<file path="src/rtl/tmr_pkg.sv">
package tmr_pkg;

    typedef enum logic [2:0] {
        MD_TC_INT    = 3'd0,
        MD_ONESHOT   = 3'd1,
        MD_RATE      = 3'd2,
        MD_SQUARE    = 3'd3,
        MD_SW_STROBE = 3'd4,
        MD_HW_STROBE = 3'd5
    } tmr_mode_e;

    // codes 6 and 7 fold onto the periodic modes
    function automatic tmr_mode_e fold_mode(input logic [2:0] code);
        case (code)
            3'd6:    fold_mode = MD_RATE;
            3'd7:    fold_mode = MD_SQUARE;
            default: fold_mode = tmr_mode_e'(code);
        endcase
    endfunction

endpackage

</file>
<file path="src/rtl/tmr_gate_edge.sv">
module tmr_gate_edge (
    input  logic clk,
    input  logic rst_n,
    input  logic gate,
    output logic rise
);
    logic gate_d, gate_q;

    always_comb gate_d = gate;

    always_ff @(posedge clk) begin
        if (!rst_n) gate_q <= 1'b1;
        else        gate_q <= gate_d;
    end

    assign rise = gate & ~gate_q;
endmodule

</file>
<file path="src/rtl/tmr_step.sv">
// One radix-aware step of +/-STEP on a counter value.
module tmr_step #(
    parameter int W    = 16,
    parameter int STEP = 1,
    parameter bit UP   = 1'b0
) (
    input  logic [W-1:0] val,
    input  logic         bcd,
    output logic [W-1:0] res
);
    localparam int NDIG = W / 4;

    logic [W-1:0] bin_res, dec_res;
    logic [4:0]   dig, carry;

    generate
        if (UP) begin : g_up
            always_comb begin
                bin_res = val + W'(STEP);
                carry   = 5'(STEP);
                dig     = '0;
                dec_res = '0;
                for (int i = 0; i < NDIG; i++) begin
                    dig = {1'b0, val[4*i +: 4]} + carry;
                    if (dig > 5'd9) begin
                        dec_res[4*i +: 4] = 4'(dig - 5'd10);
                        carry = 5'd1;
                    end else begin
                        dec_res[4*i +: 4] = dig[3:0];
                        carry = 5'd0;
                    end
                end
            end
        end else begin : g_down
            always_comb begin
                bin_res = val - W'(STEP);
                carry   = 5'(STEP);
                dig     = '0;
                dec_res = '0;
                for (int i = 0; i < NDIG; i++) begin
                    dig = {1'b0, val[4*i +: 4]};
                    if (dig >= carry) begin
                        dec_res[4*i +: 4] = 4'(dig - carry);
                        carry = 5'd0;
                    end else begin
                        dec_res[4*i +: 4] = 4'(dig + 5'd10 - carry);
                        carry = 5'd1;
                    end
                end
            end
        end
    endgenerate

    assign res = bcd ? dec_res : bin_res;
endmodule

</file>
<file path="src/rtl/tmr_snapshot.sv">
module tmr_snapshot #(
    parameter int W = 16
) (
    input  logic         clk,
    input  logic         rst_n,
    input  logic         latch_req,
    input  logic [W-1:0] cur,
    output logic [W-1:0] snap
);
    logic [W-1:0] snap_d, snap_q;

    always_comb snap_d = latch_req ? cur : snap_q;

    always_ff @(posedge clk) begin
        if (!rst_n) snap_q <= '0;
        else        snap_q <= snap_d;
    end

    assign snap = snap_q;

    AST_SNAP_HOLD: assert property (@(posedge clk) disable iff (!rst_n)
        !latch_req |=> $stable(snap_q));
endmodule

</file>
<file path="src/rtl/tmr_channel.sv">
module tmr_channel #(
    parameter int W = 16
) (
    input  logic         clk,
    input  logic         rst_n,
    input  logic         tick,
    input  logic         gate,
    input  logic         cfg_wr,
    input  logic [2:0]   cfg_mode,
    input  logic         cfg_bcd,
    input  logic         cnt_wr,
    input  logic [W-1:0] cnt_val,
    input  logic         latch_req,
    output logic [W-1:0] rd_count,
    output logic         out
);
    import tmr_pkg::*;

    localparam logic [W-1:0] CNT_ONE = W'(1);
    localparam logic [W-1:0] CNT_TWO = W'(2);

    typedef struct packed {
        tmr_mode_e    mode;
        logic         bcd;
        logic [W-1:0] cr;
        logic [W-1:0] ce;
        logic         out;
        logic         run;
        logic         armed;
        logic         load_pend;
        logic         have_cnt;
        logic         trig_pend;
    } chan_st_t;

    chan_st_t st_d, st_q;
    logic gate_rise, trig;
    logic [W-1:0] ce_dec1, ce_dec2, cr_inc1, cr_dec1, hi_val, lo_val;
    tmr_mode_e new_mode;

    tmr_gate_edge u_gate (.clk(clk), .rst_n(rst_n), .gate(gate), .rise(gate_rise));

    tmr_step #(.W(W), .STEP(1), .UP(1'b0)) u_ce_dec1 (.val(st_q.ce), .bcd(st_q.bcd), .res(ce_dec1));
    tmr_step #(.W(W), .STEP(2), .UP(1'b0)) u_ce_dec2 (.val(st_q.ce), .bcd(st_q.bcd), .res(ce_dec2));
    tmr_step #(.W(W), .STEP(1), .UP(1'b1)) u_cr_inc1 (.val(st_q.cr), .bcd(st_q.bcd), .res(cr_inc1));
    tmr_step #(.W(W), .STEP(1), .UP(1'b0)) u_cr_dec1 (.val(st_q.cr), .bcd(st_q.bcd), .res(cr_dec1));

    tmr_snapshot #(.W(W)) u_snap (.clk(clk), .rst_n(rst_n), .latch_req(latch_req),
                                  .cur(st_q.ce), .snap(rd_count));

    // square-wave half periods: odd counts round the high half up
    assign hi_val   = st_q.cr[0] ? cr_inc1 : st_q.cr;
    assign lo_val   = st_q.cr[0] ? cr_dec1 : st_q.cr;
    assign trig     = st_q.trig_pend | gate_rise;
    assign new_mode = fold_mode(cfg_mode);

    always_comb begin
        st_d = st_q;
        st_d.trig_pend = trig;
        if (cfg_wr) begin
            st_d.mode      = new_mode;
            st_d.bcd       = cfg_bcd;
            st_d.out       = (new_mode != MD_TC_INT);
            st_d.run       = 1'b0;
            st_d.armed     = 1'b0;
            st_d.load_pend = 1'b0;
            st_d.have_cnt  = 1'b0;
            st_d.trig_pend = 1'b0;
        end
        if (cnt_wr) begin
            st_d.cr       = cnt_val;
            st_d.have_cnt = 1'b1;
            case (st_d.mode)
                MD_TC_INT, MD_SW_STROBE: begin
                    st_d.load_pend = 1'b1;
                    st_d.run       = 1'b0;
                    st_d.armed     = 1'b0;
                    st_d.out       = (st_d.mode == MD_SW_STROBE);
                end
                MD_RATE, MD_SQUARE: if (!st_d.run) st_d.load_pend = 1'b1;
                default: ;
            endcase
        end
        if (!cfg_wr && !cnt_wr) begin
            if ((st_q.mode == MD_RATE || st_q.mode == MD_SQUARE) && !gate)
                st_d.out = 1'b1;
            if (tick) begin
                st_d.trig_pend = 1'b0;
                case (st_q.mode)
                    MD_TC_INT, MD_SW_STROBE: begin
                        if (st_q.mode == MD_SW_STROBE && !st_q.out) st_d.out = 1'b1;
                        if (st_q.load_pend) begin
                            st_d.ce        = st_q.cr;
                            st_d.run       = 1'b1;
                            st_d.armed     = 1'b1;
                            st_d.load_pend = 1'b0;
                        end else if (st_q.run && gate) begin
                            st_d.ce = ce_dec1;
                            if (st_q.ce == CNT_ONE && st_q.armed) begin
                                st_d.armed = 1'b0;
                                st_d.out   = (st_q.mode == MD_TC_INT);
                            end
                        end
                    end
                    MD_ONESHOT, MD_HW_STROBE: begin
                        if (st_q.mode == MD_HW_STROBE && !st_q.out) st_d.out = 1'b1;
                        if (trig && st_q.have_cnt) begin
                            st_d.ce    = st_q.cr;
                            st_d.run   = 1'b1;
                            st_d.armed = 1'b1;
                            if (st_q.mode == MD_ONESHOT) st_d.out = 1'b0;
                        end else if (st_q.run) begin
                            st_d.ce = ce_dec1;
                            if (st_q.ce == CNT_ONE && st_q.armed) begin
                                st_d.armed = 1'b0;
                                st_d.out   = (st_q.mode == MD_ONESHOT);
                            end
                        end
                    end
                    MD_RATE, MD_SQUARE: if (gate) begin
                        if (st_q.load_pend || (trig && st_q.have_cnt)) begin
                            st_d.run       = 1'b1;
                            st_d.load_pend = 1'b0;
                            st_d.out       = 1'b1;
                            st_d.ce        = (st_q.mode == MD_SQUARE) ? hi_val : st_q.cr;
                        end else if (st_q.run) begin
                            if (st_q.mode == MD_RATE) begin
                                if (st_q.ce == CNT_ONE) begin
                                    st_d.ce  = st_q.cr;
                                    st_d.out = 1'b1;
                                end else begin
                                    st_d.ce  = ce_dec1;
                                    st_d.out = (st_q.ce != CNT_TWO);
                                end
                            end else if (st_q.ce == CNT_TWO) begin
                                st_d.out = ~st_q.out;
                                st_d.ce  = st_q.out ? lo_val : hi_val;
                            end else begin
                                st_d.ce = ce_dec2;
                            end
                        end
                    end
                    default: ;
                endcase
            end
        end
    end

    always_ff @(posedge clk) begin
        if (!rst_n) begin
            st_q      <= '0;
            st_q.mode <= MD_TC_INT;
            st_q.out  <= 1'b1;
        end else begin
            st_q <= st_d;
        end
    end

    assign out = st_q.out;

    AST_MODE0_OUT_STAYS: assert property (@(posedge clk) disable iff (!rst_n)
        (st_q.mode == MD_TC_INT && out && !cfg_wr && !cnt_wr) |=> out);

    AST_HOLD_WITHOUT_TICK: assert property (@(posedge clk) disable iff (!rst_n)
        (!tick && !cfg_wr && !cnt_wr) |=> $stable(st_q.ce));

    AST_GATE_LOW_OUT_HIGH: assert property (@(posedge clk) disable iff (!rst_n)
        ((st_q.mode == MD_RATE || st_q.mode == MD_SQUARE) && !gate && !cfg_wr && !cnt_wr)
        |=> out);

    AST_STROBE_ONE_TICK: assert property (@(posedge clk) disable iff (!rst_n)
        ((st_q.mode == MD_SW_STROBE || st_q.mode == MD_HW_STROBE) && tick && !out
         && !cfg_wr && !cnt_wr) |=> out);

    AST_MODE_FOLDED: assert property (@(posedge clk) disable iff (!rst_n)
        cfg_wr |=> (st_q.mode != 3'd6 && st_q.mode != 3'd7));
endmodule

</file>
<file path="config.mk">
export PLATFORM = sky130hd
export DESIGN_NAME = tmr_channel
export DESIGN_NICKNAME = d
export VERILOG_FILES = /design/src/rtl/tmr_pkg.sv /design/src/rtl/tmr_gate_edge.sv /design/src/rtl/tmr_step.sv /design/src/rtl/tmr_snapshot.sv /design/src/rtl/tmr_channel.sv
export SDC_FILE = /design/constraint.sdc
export NUM_CORES = 1
export LEC_CHECK = 0
export ABC_AREA = 1
export BUFFER_PORTS_ARGS = -buffer_cell sky130_fd_sc_hd__buf_2
export CAP_MARGIN = 20
export CELL_PAD_IN_SITES_DETAIL_PLACEMENT = 1
export CELL_PAD_IN_SITES_GLOBAL_PLACEMENT = 2
export CORE_ASPECT_RATIO = 0.6
export CORE_UTILIZATION = 31
export DETAILED_ROUTE_END_ITERATION = 8
export PLACE_DENSITY_LB_ADDON = 0.3
export SLEW_MARGIN = 20
export SYNTH_ARGS = -nofsm -noshare
export SYNTH_HDL_FRONTEND = slang
export SYNTH_SLANG_ARGS = --single-unit
</file>
<file path="constraint.sdc">
create_clock -name clk -period 5.19 [get_ports clk]
set_input_delay 0.7785 -clock clk [delete_from_list [all_inputs] [get_ports clk]]
set_output_delay 0.7785 -clock clk [all_outputs]
set_load 0.01 [all_outputs]
</file>
# Word level (Yosys, flattened, before mapping)
# Index checks and enable logic that the tools add are counted.
# W data, S select, Z words.
[op_classes]
add_sub_neg = 44
order_cmp = 16
eq_ne = 17
muxes = 79
n_bitwise = 4
n_reduce_logical = 24
[op_table]
columns = ["operator", "count"]
rows = [
  ["$mux W16", 10],
  ["$mux W17", 7],
  ["$mux W4", 19],
  ["$sub A4 B1 Y4", 18],
  ["$pmux W18 S3", 1],
  ["$ge A4 B1 Y1", 9],
  ["$mux W1", 34],
  ["$add A4 B4 Y4 const B", 8],
  ["$sub A16 B1 Y16 const B", 2],
  ["$gt A5 B4 Y1 const B", 4],
  ["$mux W18", 1],
  ["$add A16 B1 Y16 const B", 1],
  ["$eq A16 B1 Y1 const B", 1],
  ["$eq A16 B2 Y1 const B", 1],
  ["$ne A16 B2 Y1 const B", 1],
  ["$sub A16 B2 Y16 const B", 1],
  ["$sub A4 B1 Y4 const B", 4],
  ["$sub A4 B4 Y4 const B", 4],
  ["$add A4 B1 Y5", 3],
  ["$eq A3 B3 Y1 const B", 5],
  ["$eq A3 B2 Y1 const B", 4],
  ["$reduce_or A2 Y1", 5],
  ["$ne A3 B3 Y1 const B", 3],
  ["$ge A4 B1 Y1 const B", 2],
  ["other kinds (20)", 36],
]
[totals]
reg_bits = 59
input_bits = 27
out_inout_bits = 17
word_cells = 196

# Depth between registers and ports, before layout
[depth]
depth_word = 23
ltp_mapped = 40
depth_no_buf = 39

# Modules after synthesis
# A second synthesis with hierarchy kept.
[hier_totals]
cells_unflattened = 1477
area_unflattened_um2 = 8607.0
[by_module_without_submodules]
columns = ["module", "n_inst", "cells_per_inst", "area_per_inst_um2", "seq_area_each_um2"]
rows = [
  ["tmr_channel", 1, 579, 3513.4, 840.8],
  ["tmr_step at u_ce_dec1 ...", 2, 192, 1088.5, 0.0],
  ["tmr_step at u_cr_inc1", 1, 235, 1196.1, 0.0],
  ["tmr_step at u_ce_dec2", 1, 174, 1012.2, 0.0],
  ["tmr_snapshot", 1, 101, 674.4, 320.3],
  ["tmr_gate_edge", 1, 4, 33.8, 20.0],
]

# Worst setup path before layout
# Ideal clock, no wire load.
[synth_timing]
path_type = "register -> register"
startpoint = "register st_q[22] (netlist name)"
endpoint = "register st_q[20] (netlist name)"
setup_ps = 117
t_arrival_ps = 5285
required_ps = 5073
setup_slack_ps = -212
stages_incl_launch_ff = 40
n_path_buf = 3
synth_period_minus_slack_ps = 5402
path_cell_list = "dfxtp_1 -> buf_2 -> inv_1 -> buf_2 -> clkbuf_1 -> ha_1 -> inv_1 -> ha_1 -> nand2_1 -> nand3_1 -> nand2_1 -> ha_1 -> ha_1 -> xnor2_1 -> nand2_1 -> nand2_1 -> nand2_1 -> ha_1 -> [... 4 more ...] -> nand2_1 -> ha_1 -> ha_1 -> xnor2_1 -> ha_1 -> nand2_1 -> nand3_1 -> nand2_1 -> nand2_1 -> nand2_1 -> o21ai_1 -> nand2_1 -> nand2_1 -> nand2_1 -> nand2_1 -> nand2_1 -> nor2_1 -> nor2_1"
[synth_between]
elab_chain_len = 21
word_cells_on_any_way = 37
classes_between = "9 x add/sub; 8 x order compare; 20 x mux"
[synth_rtl]
columns = ["element", "line_no", "source"]
rows = [
  ["start, declared", "tmr_channel.sv:35", "chan_st_t st_d, st_q;"],
  ["start signal, assigned", "tmr_channel.sv:154", "st_q <= st_d;"],
  ["$add A4 B1 Y5", "tmr_step.sv:24", "dig = {1'b0, val[4*i +: 4]} + carry;"],
  ["$gt A5 B4 Y1", "tmr_step.sv:25", "if (dig > 5'd9) begin"],
  ["$mux W1", "tmr_step.sv:25", ""],
  ["$add A4 B1 Y5", "tmr_step.sv:24", ""],
  ["$gt A5 B4 Y1", "tmr_step.sv:25", ""],
  ["$mux W1", "tmr_step.sv:25", ""],
  ["$add A4 B1 Y5", "tmr_step.sv:24", ""],
  ["$gt A5 B4 Y1", "tmr_step.sv:25", ""],
  ["[... 5 more ...]", "n/a", ""],
  ["$mux W16", "tmr_channel.sv:51", "assign hi_val = st_q.cr[0] ? cr_inc1 : st_q.cr;"],
  ["$mux W16", "tmr_channel.sv:136", "st_d.ce = st_q.out ? lo_val : hi_val;"],
  ["$mux W16", "tmr_channel.sv:134", "end else if (st_q.ce == CNT_TWO) begin"],
  ["$mux W17", "tmr_channel.sv:126", "if (st_q.mode == MD_RATE) begin"],
  ["$mux W17", "tmr_channel.sv:125", "end else if (st_q.run) begin"],
  ["$mux W17 (*)", "tmr_channel.sv:120", "if (st_q.load_pend || (trig && st_q.have_cnt)) begin"],
  ["$mux W18 (*)", "tmr_channel.sv:119", "MD_RATE, MD_SQUARE: if (gate) begin"],
  ["$pmux W18 S3 (*)", "tmr_channel.sv:88", "case (st_q.mode)"],
]
# Every way passes the cells marked *; elsewhere a longest branch is shown, timed or not. The select of a mux whose other input is x is not followed.
# A chain may end at the register's enable or synchronous reset.

# Final worst setup path
# Ends and elaborated chain as after synthesis.

==> metrics.md <==
| Metric | Value |
|---|---|
| Status | complete, no violations |
| Layout Nets | 1360 |
| CP max stage cell | dfxtp_2 |
| Rows | 44 |
| Number of distinct library cells after synthesis | 53 |
| Syn nets | 1338 |
| Final setup margin | 0.3042 ns |
| Worst skew pair latency | 0.36 ns |
| Sw Ratio | 44.77% |
| Critical path class | reg -> reg |
| Die height | 124.3 um |
| Number of synthesized flops with an enable pin | 0 |
| Slew Viols, Final | 0 |
| Slew HR | 30.72% |
| Hold WS | 0.5106 ns |
| H-Tree Depth | 3 |
| Initial antenna violation count | 1 |
| Crit path arrival time | 5.13 ns |
| Sink Count | just under 60 |
| Routability cong. | between 0.8 and 0.9 |
| ANT nets after route | 0 |
| Bufs and invs on worst path | 4 |
| Area Overhead vs Synth | 11.16% |
| Post-Route WL | 31850 um |
| Final worst-path cycle share | between 90% and 100% |
| Fill count | 3251 |
| Slew @ Worst Pin | 1.038 ns |
| Maximum fanout along the worst path | 4 |
| Int Pwr | about 1.1 mW |
| Share of cells above drive strength 1 | between 10% and 20% |
| Global-route wire length before repair | slightly above 50000 um |
| CP Launch Type | register |
| Worst vdd ir | about 0.15 mV |
| # DRC | 0 |
| DR vias | 8586 |
| Cell family with most CP delay | adder cells |
| Crit path largest cell delay | between 0.3 and 0.4 ns |
| Post-Synthesis Cells | 1241 |
| Hold buffer count at CTS | 0 |
| CTS tree | yes |
| Placed cell areas | about 8000 sq um |
| Post-place setup slack | -0.1120 ns |
| Final Total Pwr | a little over 2 mW |
| Mapped Avg Cell Area | 6.231 sq um |
| Yosys reg bits | 59 |
| Share of synthesized registers carrying an async set or reset | 0% |
| Largest net degree at the start of global routing | 58 |
| Worst path required time | 5.43 ns |
| Net switching power | 0.9010 mW |
| Ports | 44 |
| Design area | approximately 8600 sq um |
| CTS clock-pin slew for the worst setup and hold paths | 0.07 ns |
| Vias per inst | 5.400 |
| Worst setup EP type | register |
| WL/cell | 20.03 um |
| GRT Overall Usage | about 25% |
| Clock Tree Buf Depth | 2 |
| Achievable Freq | 204.7 MHz |
| Combinational group share of total power | 43.6% |
| Clk_skew | 0.01013 ns |
| Starting Density | 31.78% |
| Root buf cell | clkbuf_16 |
| Cell area after synthesis | 7732 sq um |
| Seq/Total Area, Yosys | between 15 and 20% |
| Post-layout min period | 4.886 ns |
| Total grt overflow | 0 |
| Initial DRC count | 708 |
| Die ar. | approximately 26000 sq um |
| Seq pwr share | 26.4% |
| HPWL after detailed placement | 24750 um |
| Power Density | about 230 nW/um^2 |
| Chip width | a little over 200 um |
| # diodes | 0 |
| Port bufs | 43 |
| Leak Pwr | ~3.9 nW |
| Crit path top cell by count | nand2_1 |
| Dominant synthesized flop cell | dfxtp_1 |
| 1st-pass router iterations | 5 |
| Worst hold path type | reg -> reg |
| Hold Fails Final Rpt | 0 |
| Cts bufs inserted | 9 |
| Final setup violation count | 0 |
| Clock power share | a little under a third |
| Synth warn | 0 |
| Core ar. | about 24000 sq um |
| Max Cap Viol | 0 |
| Vias in the first global route | between 8000 and 9000 |
[timing repair]
item | CTS | global route
pin swaps | 2 | 3
endpoints found under the setup margin | 3 | 3
gates resized for setup | 8 | 13
setup buffers | 2 | 2
[Yosys cell counts (12+ instances only)]
master,n,area [sq um]
nand2_1,275,1032
a21oi_1,125,625.6
o21ai_0,112,560.5
inv_1,108,405.4
nand3_1,102,510.5
nor2_1,85,319.1
ha_1,70,875.8
dfxtp_1,59,1181
xor2_1,48,420.4
inv_2,26,97.59
clkbuf_1,19,71.32
buf_2,18,90.09
a31oi_1,13,81.33
o211ai_1,13,97.59
nor2_2,12,75.07
o21ai_1,12,60.06
xnor2_1,12,105.1
[worst reg2reg max path: cells and delay by family (launching register included)]
| family | cells | cell delay (ns) |
|---|---|---|
| AND/OR/NAND/NOR | 20 | 1.71 |
| buffers and inverters | 4 | 0.33 |
| AO/OA/AOI/OAI | 2 | 0.25 |
| XOR/XNOR | 2 | 0.30 |
| flip-flops | 1 | 0.33 |
| adder cells (fa/ha/maj) | 9 | 1.84 |
[power by group through the flow]
stage | sequential (mW) | clock [mW] | combinational, mW
after global placement | 0.539 | 0 | 0.840
after global routing | 0.535 | 0.629 | 0.982
final | 0.531 | 0.604 | 0.878
after CTS | 0.530 | 0.611 | 0.867
after floorplan | 0.512 | 0 | 0.632
after detailed placement | 0.539 | 0 | 0.855
[sequential cells by signal, summed over array words and instances, names as in the netlist]
register	flops
u_snap.snap	16
u_gate.gate_q	1
st_q	41
out	1
[per-layer routing]
metal / vias up / track usage (%) / wire length [um]
li1: 4209 / - / -
met1: 4205 / 40.14 / 17400
met2: 163 / 35.87 / 12840
met3: 9 / 4.448 / 1450
met4: 0 / 3.417 / 154
met5: - / 0 / 0
[area by class of cell]
cell class	count	area, sq um	area share [%]
multi-input cells	989	5823	67.74
flip-flops and latches	59	1185	13.78
inverters	140	528.0	6.143
well taps	322	402.9	4.687
repair buffers	64	376.6	4.381
clock buffers	10	239.0	2.780
clock inverters	6	41.29	0.4803
[cells by family after synthesis]
family / after synthesis / share of synthesized area [%]
muxes: 1 / 0.1295
adders and majority gates: 70 / 11.33
and+or+nand+nor: 547 / 33.61
xor gates and xnor gates: 60 / 6.796
AOI/OAI and AO/OA: 311 / 22.23
DFF: 59 / 15.28
buffers and inverters: 193 / 10.63
[path summary, 6_finish.rpt]
kind                               start        to  slack [ns]  cells past startpoint
worst max-delay path            st_q[22]  st_q[20]        0.30                     37
worst min-delay path             st_q[1]   st_q[1]        0.51                      2
worst max register to register  st_q[22]  st_q[20]        0.30                     37
worst min register to register   st_q[1]   st_q[1]        0.51                      2
[through the flow]
step / TNS (ns) / utilization [%] / instances
after floorplan: 0 / - / 1241
after global placement: 0 / 33.73 / 1570
after detailed placement: -0.1869 / 33.73 / 1570
after CTS: 0 / 35.06 / 1588
after global routing: -0.03258 / 35.33 / 1590
final: 0 / 35.33 / 1590
[placed cells by master, fill, tap and decap left out, types with 4 or more instances in the layout]
cell,count
clkbuf_16,9
nand2_2,14
nand4_1,10
nor2_2,12
nand3b_1,5
xor2_1,48
a31oi_1,13
or2_2,4
nor3_4,4
nor3_2,4
nor2_4,9
nand2_1,270
xnor2_1,9
dfxtp_1,56
o22ai_1,10
nand3_2,6
o21ai_0,112
o21ai_1,11
ha_2,5
nor3_1,10
o221ai_1,6
a21oi_1,125
clkinv_1,5
ha_1,62
inv_2,28
nand3_1,101
nor2_1,85
buf_4,20
inv_1,106
a21oi_2,5
o211ai_1,13
buf_2,43
No activity file was read; power rests on OpenSTA's default activity.
